**config.mk**
```make
export PLATFORM = sky130hd
export DESIGN_NAME = serial_rx_unit
export DESIGN_NICKNAME = d
export VERILOG_FILES = /design/src/rtl/serial_rx_pkg.sv /design/src/rtl/rx_sync.sv /design/src/rtl/rx_bit_engine.sv /design/src/rtl/rx_hold_ctrl.sv /design/src/rtl/serial_rx_unit.sv
export SDC_FILE = /design/constraint.sdc
export NUM_CORES = 1
export LEC_CHECK = 0
export BUFFER_PORTS_ARGS = -buffer_cell sky130_fd_sc_hd__buf_2
export CAP_MARGIN = 10
export CELL_PAD_IN_SITES_DETAIL_PLACEMENT = 0
export CELL_PAD_IN_SITES_GLOBAL_PLACEMENT = 1
export CORE_UTILIZATION = 40
export DETAILED_ROUTE_END_ITERATION = 16
export MAX_ROUTING_LAYER = met4
export PLACE_DENSITY_LB_ADDON = 0.1
export SLEW_MARGIN = 30
export SYNTH_ARGS = -nofsm -noshare
export SYNTH_HDL_FRONTEND = slang
export SYNTH_HIERARCHICAL = 1
export SYNTH_SLANG_ARGS = --single-unit
```
**constraint.sdc**
```tcl
create_clock -name clk_i -period 3.1 [get_ports clk_i]
set_clock_uncertainty 0.1 [all_clocks]
set_input_delay 0.93 -clock clk_i [delete_from_list [all_inputs] [get_ports clk_i]]
set_output_delay 0.93 -clock clk_i [all_outputs]
set_load 0.05 [all_outputs]
```
**src/rtl/serial_rx_pkg.sv**
```systemverilog
package serial_rx_pkg;
  typedef enum logic [2:0] {
    RX_IDLE,
    RX_START,
    RX_DATA,
    RX_STOP,
    RX_HUNT
  } rx_state_e;

  localparam logic [1:0] ADDR_DATA = 2'd0;
  localparam logic [1:0] ADDR_STAT = 2'd1;
  localparam logic [1:0] ADDR_CTRL = 2'd2;
endpackage

```
**src/rtl/rx_sync.sv**
```systemverilog
module rx_sync #(
  parameter int STAGES = 2
) (
  input  logic clk_i,
  input  logic rst_ni,
  input  logic d_i,
  output logic q_o
);
  logic [STAGES-1:0] pipe_q;

  always_ff @(posedge clk_i or negedge rst_ni) begin
    if (!rst_ni) pipe_q <= '1;
    else         pipe_q <= {pipe_q[STAGES-2:0], d_i};
  end

  assign q_o = pipe_q[STAGES-1];
endmodule

```
**src/rtl/rx_bit_engine.sv**
```systemverilog
module rx_bit_engine
  import serial_rx_pkg::*;
#(
  parameter int DATA_BITS = 8,
  parameter int TICK_DIV  = 2,
  parameter int OSR_NORM  = 16,
  parameter int OSR_FAST  = 8
) (
  input  logic                 clk_i,
  input  logic                 rst_ni,
  input  logic                 rx_i,
  input  logic                 fast_i,
  output logic                 done_o,
  output logic [DATA_BITS-1:0] data_o,
  output logic                 stop_ok_o
);
  localparam int CNT_W = $clog2(OSR_NORM);
  localparam int BIT_W = $clog2(DATA_BITS);
  localparam int DIV_W = (TICK_DIV > 1) ? $clog2(TICK_DIV) : 1;

  logic tick;

  generate
    if (TICK_DIV > 1) begin : g_div
      logic [DIV_W-1:0] div_q;
      always_ff @(posedge clk_i or negedge rst_ni) begin
        if (!rst_ni)                            div_q <= '0;
        else if (div_q == DIV_W'(TICK_DIV - 1)) div_q <= '0;
        else                                    div_q <= div_q + 1'b1;
      end
      assign tick = (div_q == DIV_W'(TICK_DIV - 1));
    end else begin : g_nodiv
      assign tick = 1'b1;
    end
  endgenerate

  rx_state_e            state_q;
  logic [CNT_W-1:0]     cnt_q;
  logic [BIT_W-1:0]     idx_q;
  logic [DATA_BITS-1:0] shift_q;
  logic                 done_q, stop_q;
  logic [CNT_W-1:0]     last_cnt, half_cnt;

  assign last_cnt = fast_i ? CNT_W'(OSR_FAST - 1)     : CNT_W'(OSR_NORM - 1);
  assign half_cnt = fast_i ? CNT_W'(OSR_FAST / 2 - 1) : CNT_W'(OSR_NORM / 2 - 1);

  always_ff @(posedge clk_i or negedge rst_ni) begin
    if (!rst_ni) begin
      state_q <= RX_IDLE;
      cnt_q   <= '0;
      idx_q   <= '0;
      shift_q <= '0;
      done_q  <= 1'b0;
      stop_q  <= 1'b1;
    end else begin
      done_q <= 1'b0;
      unique case (state_q)
        RX_IDLE: if (!rx_i) begin
          state_q <= RX_START;
          cnt_q   <= '0;
        end
        RX_START: if (tick) begin
          if (cnt_q == half_cnt) begin
            cnt_q   <= '0;
            idx_q   <= '0;
            state_q <= rx_i ? RX_IDLE : RX_DATA;
          end else begin
            cnt_q <= cnt_q + 1'b1;
          end
        end
        RX_DATA: if (tick) begin
          if (cnt_q == last_cnt) begin
            cnt_q   <= '0;
            shift_q <= {rx_i, shift_q[DATA_BITS-1:1]};
            if (idx_q == BIT_W'(DATA_BITS - 1)) state_q <= RX_STOP;
            else                                idx_q   <= idx_q + 1'b1;
          end else begin
            cnt_q <= cnt_q + 1'b1;
          end
        end
        RX_STOP: if (tick) begin
          if (cnt_q == last_cnt) begin
            cnt_q   <= '0;
            done_q  <= 1'b1;
            stop_q  <= rx_i;
            // a low stop bit must see the line go high before a new start
            state_q <= rx_i ? RX_IDLE : RX_HUNT;
          end else begin
            cnt_q <= cnt_q + 1'b1;
          end
        end
        RX_HUNT: if (rx_i) state_q <= RX_IDLE;
        default: state_q <= RX_IDLE;
      endcase
    end
  end

  assign done_o    = done_q;
  assign data_o    = shift_q;
  assign stop_ok_o = stop_q;

  assert_done_single_R1: assert property (@(posedge clk_i) disable iff (!rst_ni)
    done_q |=> !done_q);

  assert_glitch_rejected_R8: assert property (@(posedge clk_i) disable iff (!rst_ni)
    (state_q == RX_START && tick && cnt_q == half_cnt && rx_i) |=> state_q == RX_IDLE);
endmodule

```
**src/rtl/rx_hold_ctrl.sv**
```systemverilog
module rx_hold_ctrl #(
  parameter int DATA_BITS = 8
) (
  input  logic                 clk_i,
  input  logic                 rst_ni,
  input  logic                 done_i,
  input  logic [DATA_BITS-1:0] frame_data_i,
  input  logic                 stop_ok_i,
  input  logic                 rd_data_i,
  output logic [DATA_BITS-1:0] data_o,
  output logic                 full_o,
  output logic                 fe_o,
  output logic                 ovr_o
);
  logic [DATA_BITS-1:0] data_q, pend_data_q;
  logic                 full_q, fe_q, ovr_q, pend_q, pend_fe_q;

  always_ff @(posedge clk_i or negedge rst_ni) begin
    if (!rst_ni) begin
      data_q      <= '0;
      pend_data_q <= '0;
      full_q      <= 1'b0;
      fe_q        <= 1'b0;
      ovr_q       <= 1'b0;
      pend_q      <= 1'b0;
      pend_fe_q   <= 1'b0;
    end else if (rd_data_i && pend_q) begin
      // parked character surfaces, overrun becomes visible now
      data_q <= pend_data_q;
      fe_q   <= pend_fe_q;
      ovr_q  <= 1'b1;
      full_q <= 1'b1;
      pend_q <= done_i;
      if (done_i) begin
        pend_data_q <= frame_data_i;
        pend_fe_q   <= !stop_ok_i;
      end
    end else if (done_i && (!full_q || rd_data_i)) begin
      data_q <= frame_data_i;
      fe_q   <= !stop_ok_i;
      ovr_q  <= 1'b0;
      full_q <= 1'b1;
    end else if (done_i) begin
      pend_q      <= 1'b1;
      pend_data_q <= frame_data_i;
      pend_fe_q   <= !stop_ok_i;
    end else if (rd_data_i) begin
      full_q <= 1'b0;
    end
  end

  assign data_o = data_q;
  assign full_o = full_q;
  assign fe_o   = fe_q;
  assign ovr_o  = ovr_q;

  assert_load_sets_done_R1: assert property (@(posedge clk_i) disable iff (!rst_ni)
    (done_i && !full_q && !pend_q) |=> full_q && data_q == $past(frame_data_i));

  assert_read_clears_done_R2: assert property (@(posedge clk_i) disable iff (!rst_ni)
    (rd_data_i && full_q && !pend_q && !done_i) |=> !full_q);

  assert_fe_follows_stop_R4: assert property (@(posedge clk_i) disable iff (!rst_ni)
    (done_i && !full_q && !pend_q) |=> fe_q == !$past(stop_ok_i));

  assert_hold_kept_R5: assert property (@(posedge clk_i) disable iff (!rst_ni)
    (full_q && !rd_data_i) |=> $stable(data_q));

  assert_ovr_deferred_R5: assert property (@(posedge clk_i) disable iff (!rst_ni)
    (rd_data_i && pend_q) |=> ovr_q && full_q);

  assert_ovr_cleared_R6: assert property (@(posedge clk_i) disable iff (!rst_ni)
    (done_i && !full_q && !pend_q) |=> !ovr_q);
endmodule

```
**src/rtl/serial_rx_unit.sv**
```systemverilog
module serial_rx_unit
  import serial_rx_pkg::*;
#(
  parameter int TICK_DIV    = 2,
  parameter int OSR_NORM    = 16,
  parameter int OSR_FAST    = 8,
  parameter int SYNC_STAGES = 2
) (
  input  logic       clk_i,
  input  logic       rst_ni,
  input  logic       rx_i,
  input  logic [1:0] addr_i,
  input  logic       rd_en_i,
  input  logic       wr_en_i,
  input  logic [7:0] wdata_i,
  output logic [7:0] rdata_o,
  output logic       irq_o
);
  localparam int DATA_BITS = 8;

  logic                 rx_s, done, stop_ok, rd_data;
  logic [DATA_BITS-1:0] frame_data, hold_data;
  logic                 full, fe, ovr;
  logic                 irq_en_q, fast_q;

  rx_sync #(.STAGES(SYNC_STAGES)) u_sync (
    .clk_i (clk_i),
    .rst_ni(rst_ni),
    .d_i   (rx_i),
    .q_o   (rx_s)
  );

  rx_bit_engine #(
    .DATA_BITS(DATA_BITS),
    .TICK_DIV (TICK_DIV),
    .OSR_NORM (OSR_NORM),
    .OSR_FAST (OSR_FAST)
  ) u_engine (
    .clk_i    (clk_i),
    .rst_ni   (rst_ni),
    .rx_i     (rx_s),
    .fast_i   (fast_q),
    .done_o   (done),
    .data_o   (frame_data),
    .stop_ok_o(stop_ok)
  );

  assign rd_data = rd_en_i && (addr_i == ADDR_DATA);

  rx_hold_ctrl #(.DATA_BITS(DATA_BITS)) u_hold (
    .clk_i       (clk_i),
    .rst_ni      (rst_ni),
    .done_i      (done),
    .frame_data_i(frame_data),
    .stop_ok_i   (stop_ok),
    .rd_data_i   (rd_data),
    .data_o      (hold_data),
    .full_o      (full),
    .fe_o        (fe),
    .ovr_o       (ovr)
  );

  always_ff @(posedge clk_i or negedge rst_ni) begin
    if (!rst_ni) begin
      irq_en_q <= 1'b0;
      fast_q   <= 1'b0;
    end else if (wr_en_i && addr_i == ADDR_CTRL) begin
      irq_en_q <= wdata_i[0];
      fast_q   <= wdata_i[1];
    end
  end

  always_comb begin
    unique case (addr_i)
      ADDR_DATA: rdata_o = hold_data;
      ADDR_STAT: rdata_o = {4'b0, 1'b0, ovr, fe, full}; // bit 3 reserved
      ADDR_CTRL: rdata_o = {6'b0, fast_q, irq_en_q};
      default:   rdata_o = '0;
    endcase
  end

  assign irq_o = irq_en_q && full;

  assert_irq_masked_R3: assert property (@(posedge clk_i) disable iff (!rst_ni)
    !irq_en_q |-> !irq_o);
endmodule

```
==> impl_metrics.yaml <==
timing:
  maxSlewViolCount: 0
  slew_headroom_pct: 65.4
  tns_ns: 0
  setup_slack_ns: 0.345
  worst_pin_slew_ns: 0.519
  setup_viol: 0
  period_share_pct: 88.9
  fmax_mhz: 363
  finalHoldViolCount: 0
  hold_ws_ns: 0.260
  rsz0062_at_grt: "false"
  period_minus_slack_ns: 2.76
yosys:
  yosysTopAreaCell: "dfrtp_1"
  synth_top_area_share_pct: 48.5
  syn_area_um2: 2220
  synth_compound_area_share_pct: 11.5
  yosysSeqAreaShare_pct: 52.1
  synth_top_family_by_area: "multiplexers"
  synthCells: 176
  yosysWarnings: 6
  ys_ff_latch: 46
  synthMuxAreaShare_pct: 15.2
  avgSynthCellArea_um2: 12.6
  synth-xor-area-share_pct: 1.19
  post_synth_main_area_contributors: "dfrtp_1, mux2_4, mux2_2"
  yosys.area_share.simple_pct: 14.4
  syn_nets: 194
  synth_cell_types: 41
  synth_adder_area_share_pct: 1.69
clocking:
  cts_root_buffer: "clkbuf_8"
  cts_setup_buffers: 0
  cts_resized: 0
  cts_hold_buf: 0
  cts_tree: "built"
  clock_latency_ns: 0.30
  clock-sinks: 46
  ctsLongestPathBuffers: 2
  h-tree-depth: 2
  cts.clk_slew.worst_paths_ns: 0.08
  cts_buffers: 5
cells_and_area:
  layout_common_cells: "dfrtp_1, buf_2, mux2_2"
  layout.nets: 214
  design_area_um2: 2450
  utilization_pct: 46.8
  antenna_cells: 0
  drive_gt1_share_pct: 32.5
  stdcell_count: 267
  area_growth_pct: 10.7
  final_common_cell: "dfrtp_1"
critical_path:
  startpoint_type: "input pin"
  crit_end: "rdata_o[4]"
  worstRegToRegCells: 5
  required_ns: 2.07
  reg2reg_to: "u_engine/data_o[3]$_DFFE_PN0P_"
  worstReg2RegStart: "u_engine/cnt_q[0]$_DFFE_PN0P_"
  crit_start: "addr_i[1]"
  arrival_ns: 1.73
  cp_common_cell: "buf_2"
  crit_chain: "buf_2, nor2_1, buf_4, and2_1, buf_2"
  critical-path-max-stage-delay_ns: 0.25
  crit_fanout: 6
  critPathKind: "input pin to primary output"
  end_kind: "primary output"
  critPathSlowestCell: "buf_2"
  ff2ff_setup_slack_ns: 0.97
route:
  viasPerCell: 5.39
  wire_per_inst_um: 16.1
  wl_um: 4310
  drt_iter0_drc: 124
  drtAntennaViolNets: 0
  drc: 0
  first_pass_iters: 4
  vias: 1439
die:
  start_util_pct: 42.3
  coreArea_um2: 5240
  die_h_um: 76.5
  rows: 26
  design.die.area_um2: 5840
  fp.dieW_um: 76.5
  io_pins: 24
power:
  power_density_nw_per_um2: 588
  power_switching_uw: 451
  power.share.clock_pct: 25.8
  p_leak_nw: 1.27
  combPwrFrac_pct: 21.7
  intPower_uw: 992
  power_frac_seq_pct: 52.5
  p_total_mw: 1.44
  ir_worst_vdd_mv: 0.270
  swShare_pct: 31.2
placed_design:
  port_buffers: 17
  place_ws_ns: 0.326
  dpl-instance-area_um2: 2360
  placed_cells: 259
  hpwl_um: 2930
  place.gp.congestion: 0.740
outcome:
  status: "complete, no violations"
grt:
  grt-ovfl-total: 0
  grt_pass1_wl_um: 7290
  grt_pass1_vias: 1424
  antenna_found_initial: 0
  grt_max_degree: 21
  grtUsageTotal_pct: 16.7
worst_hold_path:
  worstHoldPathType: "flip-flop to flip-flop"
job:
  cap_viol_max_count: 0
## how the worst min path moves through the flow
stage,from,endpoint,slack [ns],depth (start not counted)
after floorplan,u_sync/pipe_q[0]$_DFF_PN1_,u_sync/pipe_q[1]$_DFF_PN1_,0.25,0
after global placement,u_sync/pipe_q[0]$_DFF_PN1_,u_sync/pipe_q[1]$_DFF_PN1_,0.25,0
after detailed placement,u_sync/pipe_q[0]$_DFF_PN1_,u_sync/pipe_q[1]$_DFF_PN1_,0.25,0
after CTS,u_sync/pipe_q[0]$_DFF_PN1_,u_sync/pipe_q[1]$_DFF_PN1_,0.26,0
after global routing,u_sync/pipe_q[0]$_DFF_PN1_,u_sync/pipe_q[1]$_DFF_PN1_,0.26,0
final,u_sync/pipe_q[0]$_DFF_PN1_,u_sync/pipe_q[1]$_DFF_PN1_,0.26,0
## routing by layer
| layer | wire length (um) | up-vias | track usage, % |
|---|---|---|---|
| met1 | 2170 | 721 | 23.2 |
| li1 | - | 686 | - |
| met2 | 1920 | 26 | 22.8 |
| met5 | 0 | - | - |
| met4 | 52 | 0 | 6.54 |
| met3 | 163 | 6 | 4.91 |
## critical path, delay by kind of cell
family,cells,cell delay [ns]
buffers and inverters,3,0.54
and+or+nand+nor,2,0.24
## cell usage after synthesis (all sizes together)
cell,count
and2b,1
and3,10
ha,3
and2,9
o21a,1
o21ba,1
nor4,2
mux2i,4
and4b,1
nand3,5
mux2,23
or4b,1
dfrtp,43
or2b,1
nand2b,3
nor2,6
o21ai,3
o2bb2ai,2
buf,5
nand3b,1
nor3,1
xor2,3
a2111oi,1
inv,6
or2,1
or3b,1
nand2,5
a21oi,7
a221o,11
o41a,1
or3,1
dfstp,3
a22o,3
clkbuf,4
o211ai,1
nand4b,2
## area by class of cell
type,instances,area (um^2)
Fill cell,496,2780
Sequential cell,46,1150
Multi-Input combinational cell,115,975
Timing Repair Buffer,22,123
Tap cell,70,87.6
Clock buffer,7,86.3
Inverter,6,22.5
Clock inverter,1,5.00
## logic make-up (layout without fill, tap and decap cells)
group | after synthesis | after routing
buffers and inverters | 15 | 36
XOR/XNOR | 3 | 3
adder cells (fa/ha/maj) | 3 | 3
multiplexers | 27 | 27
flip-flops | 46 | 46
AND/OR/NAND/NOR | 51 | 51
AO/OA/AOI/OAI | 31 | 31
## state kept, by name, indices dropped and copies added, names as in the netlist
register              flops
u_engine/state_q          3
u_engine/g_div.div_q      1
u_hold/fe_o               1
u_engine/data_o           8
u_hold/ovr_o              1
u_engine/idx_q            3
u_hold/pend_data_q        8
u_hold/pend_fe_q          1
u_engine/stop_ok_o        1
irq_en_q                  1
u_engine/cnt_q            4
u_hold/data_o             8
u_hold/full_o             1
u_sync/pipe_q             2
u_engine/done_o           1
u_hold/pend_q             1
fast_q                    1
## power by group through the flow
stage	logic (mW)	clock network, mW	registers [mW]
after floorplan	0.284	0	0.711
after global placement	0.300	0	0.762
after detailed placement	0.313	0	0.771
after CTS	0.316	0.383	0.760
after global routing	0.356	0.414	0.772
final	0.313	0.372	0.758
No activity file was read; power rests on OpenSTA's default activity.
